## src/rtl/twl_pkg.sv

```systemverilog
package twl_pkg;
  localparam int BYTE_W         = 8;
  localparam int FIRST_DATA_IDX = 3;  // 0: address, 1: command, 2: count
  localparam int NUM_BANKS      = 2;

  typedef enum logic [1:0] {
    LNK_IDLE = 2'd0,
    LNK_RX   = 2'd1,
    LNK_ACK  = 2'd2
  } link_state_e;
endpackage

```

## src/rtl/twl_line_sync.sv

```systemverilog
module twl_line_sync #(
  parameter int STAGES = 2
) (
  input  logic clk,
  input  logic rst,
  input  logic line_i,
  output logic level_o,
  output logic rise_o,
  output logic fall_o
);
  logic [STAGES-1:0] chain_q;
  logic              last_q;

  generate
    if (STAGES == 1) begin : g_single
      always_ff @(posedge clk) begin
        if (rst) chain_q <= 1'b1;
        else     chain_q <= line_i;
      end
    end else begin : g_multi
      always_ff @(posedge clk) begin
        if (rst) chain_q <= '1;
        else     chain_q <= {chain_q[STAGES-2:0], line_i};
      end
    end
  endgenerate

  always_ff @(posedge clk) begin
    if (rst) last_q <= 1'b1;
    else     last_q <= chain_q[STAGES-1];
  end

  assign level_o = chain_q[STAGES-1];
  assign rise_o  = chain_q[STAGES-1] & ~last_q;
  assign fall_o  = ~chain_q[STAGES-1] & last_q;
endmodule

```

## src/rtl/twl_link_fsm.sv

```systemverilog
module twl_link_fsm
  import twl_pkg::*;
#(
  parameter logic [6:0] DEV_ADDR = 7'b1101001,
  parameter int         IDX_W    = 3
) (
  input  logic              clk,
  input  logic              rst,
  input  logic              scl_lvl,
  input  logic              scl_rise,
  input  logic              scl_fall,
  input  logic              sda_lvl,
  input  logic              sda_rise,
  input  logic              sda_fall,
  output logic              sda_pull_o,
  output logic              wr_en_o,
  output logic [IDX_W-1:0]  wr_sel_o,
  output logic [BYTE_W-1:0] wr_data_o
);
  localparam logic [BYTE_W-1:0] ADDR_BYTE = {DEV_ADDR, 1'b0};
  localparam int                BCNT_W    = $clog2(BYTE_W + 1);
  localparam logic [IDX_W-1:0]  IDX_LAST  = IDX_W'(FIRST_DATA_IDX + NUM_BANKS);
  localparam logic [IDX_W-1:0]  IDX_DATA0 = IDX_W'(FIRST_DATA_IDX);
  localparam logic [BCNT_W-1:0] BCNT_FULL = BCNT_W'(BYTE_W);

  link_state_e        state_q;
  logic [BCNT_W-1:0]  bitcnt_q;
  logic [IDX_W-1:0]   idx_q;
  logic [BYTE_W-1:0]  shift_q;
  logic               ack_hi_q;
  logic               start_det;
  logic               stop_det;

  assign start_det = scl_lvl & sda_fall;
  assign stop_det  = scl_lvl & sda_rise;

  always_ff @(posedge clk) begin
    if (rst) begin
      state_q    <= LNK_IDLE;
      bitcnt_q   <= '0;
      idx_q      <= '0;
      shift_q    <= '0;
      ack_hi_q   <= 1'b0;
      sda_pull_o <= 1'b0;
      wr_en_o    <= 1'b0;
      wr_sel_o   <= '0;
      wr_data_o  <= '0;
    end else begin
      wr_en_o <= 1'b0;
      if (start_det) begin
        state_q    <= LNK_RX;
        bitcnt_q   <= '0;
        idx_q      <= '0;
        sda_pull_o <= 1'b0;
      end else if (stop_det) begin
        state_q    <= LNK_IDLE;
        sda_pull_o <= 1'b0;
      end else begin
        unique case (state_q)
          LNK_RX: begin
            if (scl_rise && bitcnt_q < BCNT_FULL) begin
              shift_q  <= {shift_q[BYTE_W-2:0], sda_lvl};
              bitcnt_q <= bitcnt_q + 1'b1;
            end else if (scl_fall && bitcnt_q == BCNT_FULL) begin
              if (idx_q == '0 && shift_q != ADDR_BYTE) begin
                state_q <= LNK_IDLE;
              end else begin
                state_q    <= LNK_ACK;
                sda_pull_o <= 1'b1;
                ack_hi_q   <= 1'b0;
                if (idx_q >= IDX_DATA0) begin
                  wr_en_o   <= 1'b1;
                  wr_sel_o  <= idx_q - IDX_DATA0;
                  wr_data_o <= shift_q;
                end
              end
            end
          end
          LNK_ACK: begin
            if (scl_rise) begin
              ack_hi_q <= 1'b1;
            end else if (scl_fall && ack_hi_q) begin
              sda_pull_o <= 1'b0;
              state_q    <= LNK_RX;
              bitcnt_q   <= '0;
              if (idx_q != IDX_LAST) idx_q <= idx_q + 1'b1;
            end
          end
          default: ;
        endcase
      end
    end
  end

  // the pull may only move while the serial clock is low
  assert_pull_steady_R2: assert property (@(posedge clk) disable iff (rst)
    (scl_lvl && $past(scl_lvl) && !$past(start_det || stop_det)) |-> $stable(sda_pull_o));

  // an idle (ignoring) link never pulls the line
  assert_idle_silent_R3: assert property (@(posedge clk) disable iff (rst)
    (state_q == LNK_IDLE && !start_det) |=> !sda_pull_o);

  // a STOP always releases the line and parks the link
  assert_stop_release_R8: assert property (@(posedge clk) disable iff (rst)
    stop_det |=> (!sda_pull_o && state_q == LNK_IDLE));

  // a write is only issued for a completely shifted byte
  assert_full_byte_R8: assert property (@(posedge clk) disable iff (rst)
    wr_en_o |-> (bitcnt_q == BCNT_FULL && state_q == LNK_ACK));
endmodule

```

## src/rtl/twl_enable_regs.sv

```systemverilog
module twl_enable_regs
  import twl_pkg::*;
#(
  parameter int                          NREG     = NUM_BANKS,
  parameter int                          IDX_W    = 3,
  parameter logic [NREG*BYTE_W-1:0]      RST_VALS = {8'hC0, 8'hFF},
  parameter logic [NREG*BYTE_W-1:0]      LIVE_MSK = {8'hC0, 8'hFF}
) (
  input  logic                          clk,
  input  logic                          rst,
  input  logic                          wr_en_i,
  input  logic [IDX_W-1:0]              wr_sel_i,
  input  logic [BYTE_W-1:0]             wr_data_i,
  output logic [NREG-1:0][BYTE_W-1:0]   banks_o
);
  genvar g;
  generate
    for (g = 0; g < NREG; g++) begin : g_bank
      localparam logic [BYTE_W-1:0] RV = RST_VALS[g*BYTE_W +: BYTE_W];
      localparam logic [BYTE_W-1:0] LM = LIVE_MSK[g*BYTE_W +: BYTE_W];
      always_ff @(posedge clk) begin
        if (rst)
          banks_o[g] <= RV & LM;
        else if (wr_en_i && wr_sel_i == IDX_W'(g))
          banks_o[g] <= wr_data_i & LM;
      end

      // masked (reserved) bits never become set
      assert_reserved_zero_R6: assert property (@(posedge clk) disable iff (rst)
        (banks_o[g] & ~LM) == '0);
    end
  endgenerate

  // without a write strobe no bank moves
  assert_hold_R7: assert property (@(posedge clk) disable iff (rst)
    !wr_en_i |=> $stable(banks_o));
endmodule

```

## src/rtl/twl_cfg_slave.sv

```systemverilog
module twl_cfg_slave
  import twl_pkg::*;
#(
  parameter int         SYNC_STAGES = 2,
  parameter logic [6:0] DEV_ADDR    = 7'b1101001,
  parameter logic [7:0] BANK0_RST   = 8'hFF,
  parameter logic [7:0] BANK1_RST   = 8'hC0,
  parameter logic [7:0] BANK1_LIVE  = 8'hC0
) (
  input  logic       clk,
  input  logic       rst,
  input  logic       scl_i,
  input  logic       sda_i,
  output logic       sda_pull_o,
  output logic [7:0] en_bank0_o,
  output logic [7:0] en_bank1_o
);
  localparam int IDX_W = $clog2(FIRST_DATA_IDX + NUM_BANKS + 1);

  logic [1:0] raw_lines;
  logic [1:0] lvl, rise, fall;

  assign raw_lines = {sda_i, scl_i};

  genvar l;
  generate
    for (l = 0; l < 2; l++) begin : g_sync
      twl_line_sync #(.STAGES(SYNC_STAGES)) i_sync (
        .clk    (clk),
        .rst    (rst),
        .line_i (raw_lines[l]),
        .level_o(lvl[l]),
        .rise_o (rise[l]),
        .fall_o (fall[l])
      );
    end
  endgenerate

  logic                          wr_en;
  logic [IDX_W-1:0]              wr_sel;
  logic [BYTE_W-1:0]             wr_data;
  logic [NUM_BANKS-1:0][BYTE_W-1:0] banks;

  twl_link_fsm #(.DEV_ADDR(DEV_ADDR), .IDX_W(IDX_W)) i_link (
    .clk       (clk),
    .rst       (rst),
    .scl_lvl   (lvl[0]),
    .scl_rise  (rise[0]),
    .scl_fall  (fall[0]),
    .sda_lvl   (lvl[1]),
    .sda_rise  (rise[1]),
    .sda_fall  (fall[1]),
    .sda_pull_o(sda_pull_o),
    .wr_en_o   (wr_en),
    .wr_sel_o  (wr_sel),
    .wr_data_o (wr_data)
  );

  twl_enable_regs #(
    .NREG    (NUM_BANKS),
    .IDX_W   (IDX_W),
    .RST_VALS({BANK1_RST, BANK0_RST}),
    .LIVE_MSK({BANK1_LIVE, 8'hFF})
  ) i_regs (
    .clk      (clk),
    .rst      (rst),
    .wr_en_i  (wr_en),
    .wr_sel_i (wr_sel),
    .wr_data_i(wr_data),
    .banks_o  (banks)
  );

  assign en_bank0_o = banks[0];
  assign en_bank1_o = banks[1];

  // reset leaves the line released
  assert_reset_release_R1: assert property (@(posedge clk)
    $past(rst) |-> !sda_pull_o);
endmodule

```

## config.mk

```make
export PLATFORM = sky130hd
export DESIGN_NAME = twl_cfg_slave
export DESIGN_NICKNAME = d
export VERILOG_FILES = /design/src/rtl/twl_pkg.sv /design/src/rtl/twl_line_sync.sv /design/src/rtl/twl_link_fsm.sv /design/src/rtl/twl_enable_regs.sv /design/src/rtl/twl_cfg_slave.sv
export SDC_FILE = /design/constraint.sdc
export NUM_CORES = 1
export LEC_CHECK = 0
export BUFFER_PORTS_ARGS = -buffer_cell sky130_fd_sc_hd__buf_2
export CAP_MARGIN = 20
export CORE_MARGIN = 3
export CORE_UTILIZATION = 35
export CTS_BUF_LIST = sky130_fd_sc_hd__clkbuf_4 sky130_fd_sc_hd__clkbuf_8 sky130_fd_sc_hd__clkbuf_16
export DETAILED_ROUTE_END_ITERATION = 12
export PLACE_DENSITY = 0.62
export RECOVER_POWER = 100
export SLEW_MARGIN = 15
export SYNTH_ARGS = -nofsm -noshare
export SYNTH_HDL_FRONTEND = slang
export SYNTH_SLANG_ARGS = --single-unit
```

## constraint.sdc

```tcl
create_clock -name clk -period 1.5 [get_ports clk]
set_input_delay 0.375 -clock clk [delete_from_list [all_inputs] [get_ports clk]]
set_output_delay 0.375 -clock clk [all_outputs]
set_load 0.05 [all_outputs]
```

==> results.sh <==
export IMPL_coreArea_um2=6061
export IMPL_numCtsBuffers=5
export IMPL_syn_to_final_growth_pct=36.15
export IMPL_power_leakage_nw=1.167
export IMPL_grt_antenna_before_repair=0
export IMPL_min_period_over_period=1.077
export IMPL_ys_warnings_count=0
export IMPL_path_class="reg2reg"
export IMPL_cts_buffer_depth=2
export IMPL_n_fill_cell=581
export IMPL_rows=28
export IMPL_drv_cap=0
export IMPL_drive_above_1_share=0.3980
export IMPL_synth_edf_count=0
export IMPL_initial_core_util=0.3712
export IMPL_ir_drop_mv=0.6360
export IMPL_status="finished with violations"
export IMPL_fmax_mhz=618.8
export IMPL_routed_wl_um=4992
export IMPL_cp_data_required_time_ns=1.69
export IMPL_layout_setup_ws_ns=-0.1161
export IMPL_dp_hpwl_um=3287
export IMPL_syn_cell_area_um2=2250
export IMPL_synthArstFlopShare=0
export IMPL_hold_path_class="in2reg"
export IMPL_drc=0
export IMPL_h_tree_depth=2
export IMPL_cts_sinks=47
export IMPL_fp_dieW_um=86.17
export IMPL_setup_tns_ns=-1.273
export IMPL_synth_main_ff_cell="dfxtp_1"
export IMPL_syn_instance_count=234
export IMPL_grt_pass1_wl_um=8211
export IMPL_violations="setup timing"
export IMPL_grt_pass1_vias=1742
export IMPL_initialDrtViolationCount=49
export IMPL_finalHoldViolCount=0
export IMPL_synth_seq_cells=47
export IMPL_nets=306
export IMPL_ys_types=57
export IMPL_dp_cells=349
export IMPL_grt_overflow=0
export IMPL_finalSetupViolCount=18
export IMPL_portBuffers=14
export IMPL_routedWlPerCell_um=13.53
export IMPL_seq_area_frac_synth=0.4182
export IMPL_ant_nets=0
export IMPL_root_buffer="clkbuf_8"
export IMPL_dieArea_um2=7425
export IMPL_drt_first_pass_iters=4
export IMPL_rsz0062_at_grt="true"
export IMPL_avgSynthCellArea_um2=9.614
export IMPL_yosysTopAreaCellShare=0.4182
export IMPL_final_cell_count_no_fill=369
export IMPL_powerDensity_nw_per_um2=751.6
export IMPL_finalMaxSlewViolations=0
export IMPL_arrival_ns=1.81
export IMPL_ios=21
export IMPL_viasPerCell=4.962
export IMPL_ys_top_cells_by_area="dfxtp_1 42%, mux2i_1 13%, nand2_1 5.8%"
export IMPL_cts_tree="done"
export IMPL_start_kind="register"
export IMPL_fin_crit_ns=1.616
export IMPL_skew_ns=0.007647
export IMPL_critPathMaxFanout=8
export IMPL_vias=1831
export IMPL_crit_path_end_kind="register"
export IMPL_clock_latency_ns=0.31
export IMPL_gp_congestion=0.7710
export IMPL_grt_max_degree=33
export IMPL_insertedDiodeCount=0
export IMPL_synth_top_area_cell="dfxtp_1"
export IMPL_track_usage=0.1371
export IMPL_die_y_um=86.17
export IMPL_path_clk_slew_ns=0.10
cell type report:
type | instances | area, um^2 | share of cell area
multi-input cells | 165 | 1415 | 0.4620
flip-flops and latches | 47 | 965.9 | 0.3154
repair buffers | 63 | 452.9 | 0.1479
well taps | 75 | 93.84 | 0.03064
clock buffers | 5 | 68.82 | 0.02247
inverters | 11 | 43.79 | 0.01430
clock inverters | 3 | 22.52 | 0.007353
cell usage after synthesis, types with 3 or more instances:
cell type,n
dfxtp_1,47
nand2_1,35
mux2i_1,30
nor2_1,14
inv_1,10
ha_1,9
buf_4,7
clkbuf_1,6
or2_2,6
a21oi_1,4
nand2b_1,4
a21o_1,3
a31oi_1,3
cells in the final DEF (no fill, tap or decap), types with 2 or more instances in the layout:
| cell | instances |
|---|---|
| ha_4 | 5 |
| o211ai_1 | 2 |
| clkbuf_2 | 12 |
| dfxtp_2 | 5 |
| nand2_1 | 35 |
| a21boi_1 | 2 |
| dfxtp_4 | 5 |
| conb_1 | 6 |
| nor2_1 | 14 |
| clkbuf_1 | 3 |
| dfxtp_1 | 37 |
| mux2i_1 | 30 |
| buf_2 | 2 |
| ha_1 | 3 |
| inv_2 | 3 |
| o21ai_0 | 2 |
| nand3b_1 | 2 |
| a31oi_1 | 2 |
| nor4b_4 | 2 |
| buf_6 | 5 |
| buf_4 | 40 |
| or2_2 | 6 |
| a211o_1 | 2 |
| nand2b_1 | 3 |
| nor4_2 | 2 |
| inv_1 | 6 |
| a21oi_1 | 4 |
| a21o_1 | 2 |
| clkbuf_8 | 5 |
registers in the layout, summed over array words and instances, names as in the netlist:
register	cells
i_regs.banks_o	10
i_link.shift_q	8
i_link.wr_data_o	8
g_sync.i_sync.chain_q	4
i_link.bitcnt_q	4
i_link.idx_q	3
i_link.wr_sel_o	3
g_sync.i_sync.last_q	2
i_link.state_q	2
i_link.ack_hi_q	1
i_link.sda_pull_o	1
i_link.wr_en_o	1
per-stage QoR:
step	cell area (um^2)	total power, mW	hold slack [ns]	util	setup WS (ns)
after floorplan	2330	1.436	0.3895	-	-0.02443
after global placement	2683	1.486	0.3929	0.4426	-0.1096
after detailed placement	2683	1.488	0.3938	0.4426	-0.1497
after CTS	2917	2.301	0.2426	0.4812	-0.1171
after global routing	3063	2.390	0.2490	0.5054	-0.2349
final	3063	2.302	0.2488	0.5054	-0.1161
cells by family after synthesis:
logic type      count (synthesis)  synth area share
compound gates                 35            0.1129
xor+xnor                        2          0.007788
fa+ha+maj                       9           0.05006
buf+inv                        27           0.06062
flops                          47            0.4182
mux                            31            0.1385
other cells                     1          0.001667
simple gates                   82            0.2102
repair_timing:
action,in CTS,in global routing
gates resized for setup,32,19
endpoints found under the setup margin,28,28
buffers inserted,3,9
pin swaps,5,7
gates cloned,1,0
hold buffers,0,0
worst max-delay path: stages (launching register included):
cell	delay, ns
dfxtp_2	0.34
buf_6	0.11
ha_4	0.17
buf_8	0.14
a21o_4	0.24
buf_4	0.13
o31ai_1	0.26
a21boi_1	0.13
where the power goes:
group          switching [mW]  total [mW]  leakage (nW)  internal [mW]
Clock                   0.465       0.800        0.0485          0.335
Sequential             0.0128        1.26         0.385           1.25
Combinational           0.143       0.238         0.733         0.0940
path summary, 6_finish.rpt:
check                                                            start                                     end  slack [ns]  depth (start not counted)
worst max-delay path                    i_link.state_q[1]$_SDFFE_PP0P_          i_link.sda_pull_o$_SDFFE_PP0P_       -0.12                          7
worst min-delay path                                             scl_i  g_sync[0].i_sync.chain_q[0]$_SDFF_PP1_        0.25                          2
worst max register to register          i_link.state_q[1]$_SDFFE_PP0P_          i_link.sda_pull_o$_SDFFE_PP0P_       -0.12                          7
worst min register to register  g_sync[1].i_sync.chain_q[0]$_SDFF_PP1_  g_sync[1].i_sync.chain_q[1]$_SDFF_PP1_        0.41                          1
per-layer routing:
metal	GRT usage	share of wire	vias up
li1	-	-	930
met5	0	0	-
met1	0.1752	0.47	875
met4	0.04674	0.015	0
met3	0.02852	0.019	5
met2	0.2299	0.50	21
Power figures use the tool's default switching activity.
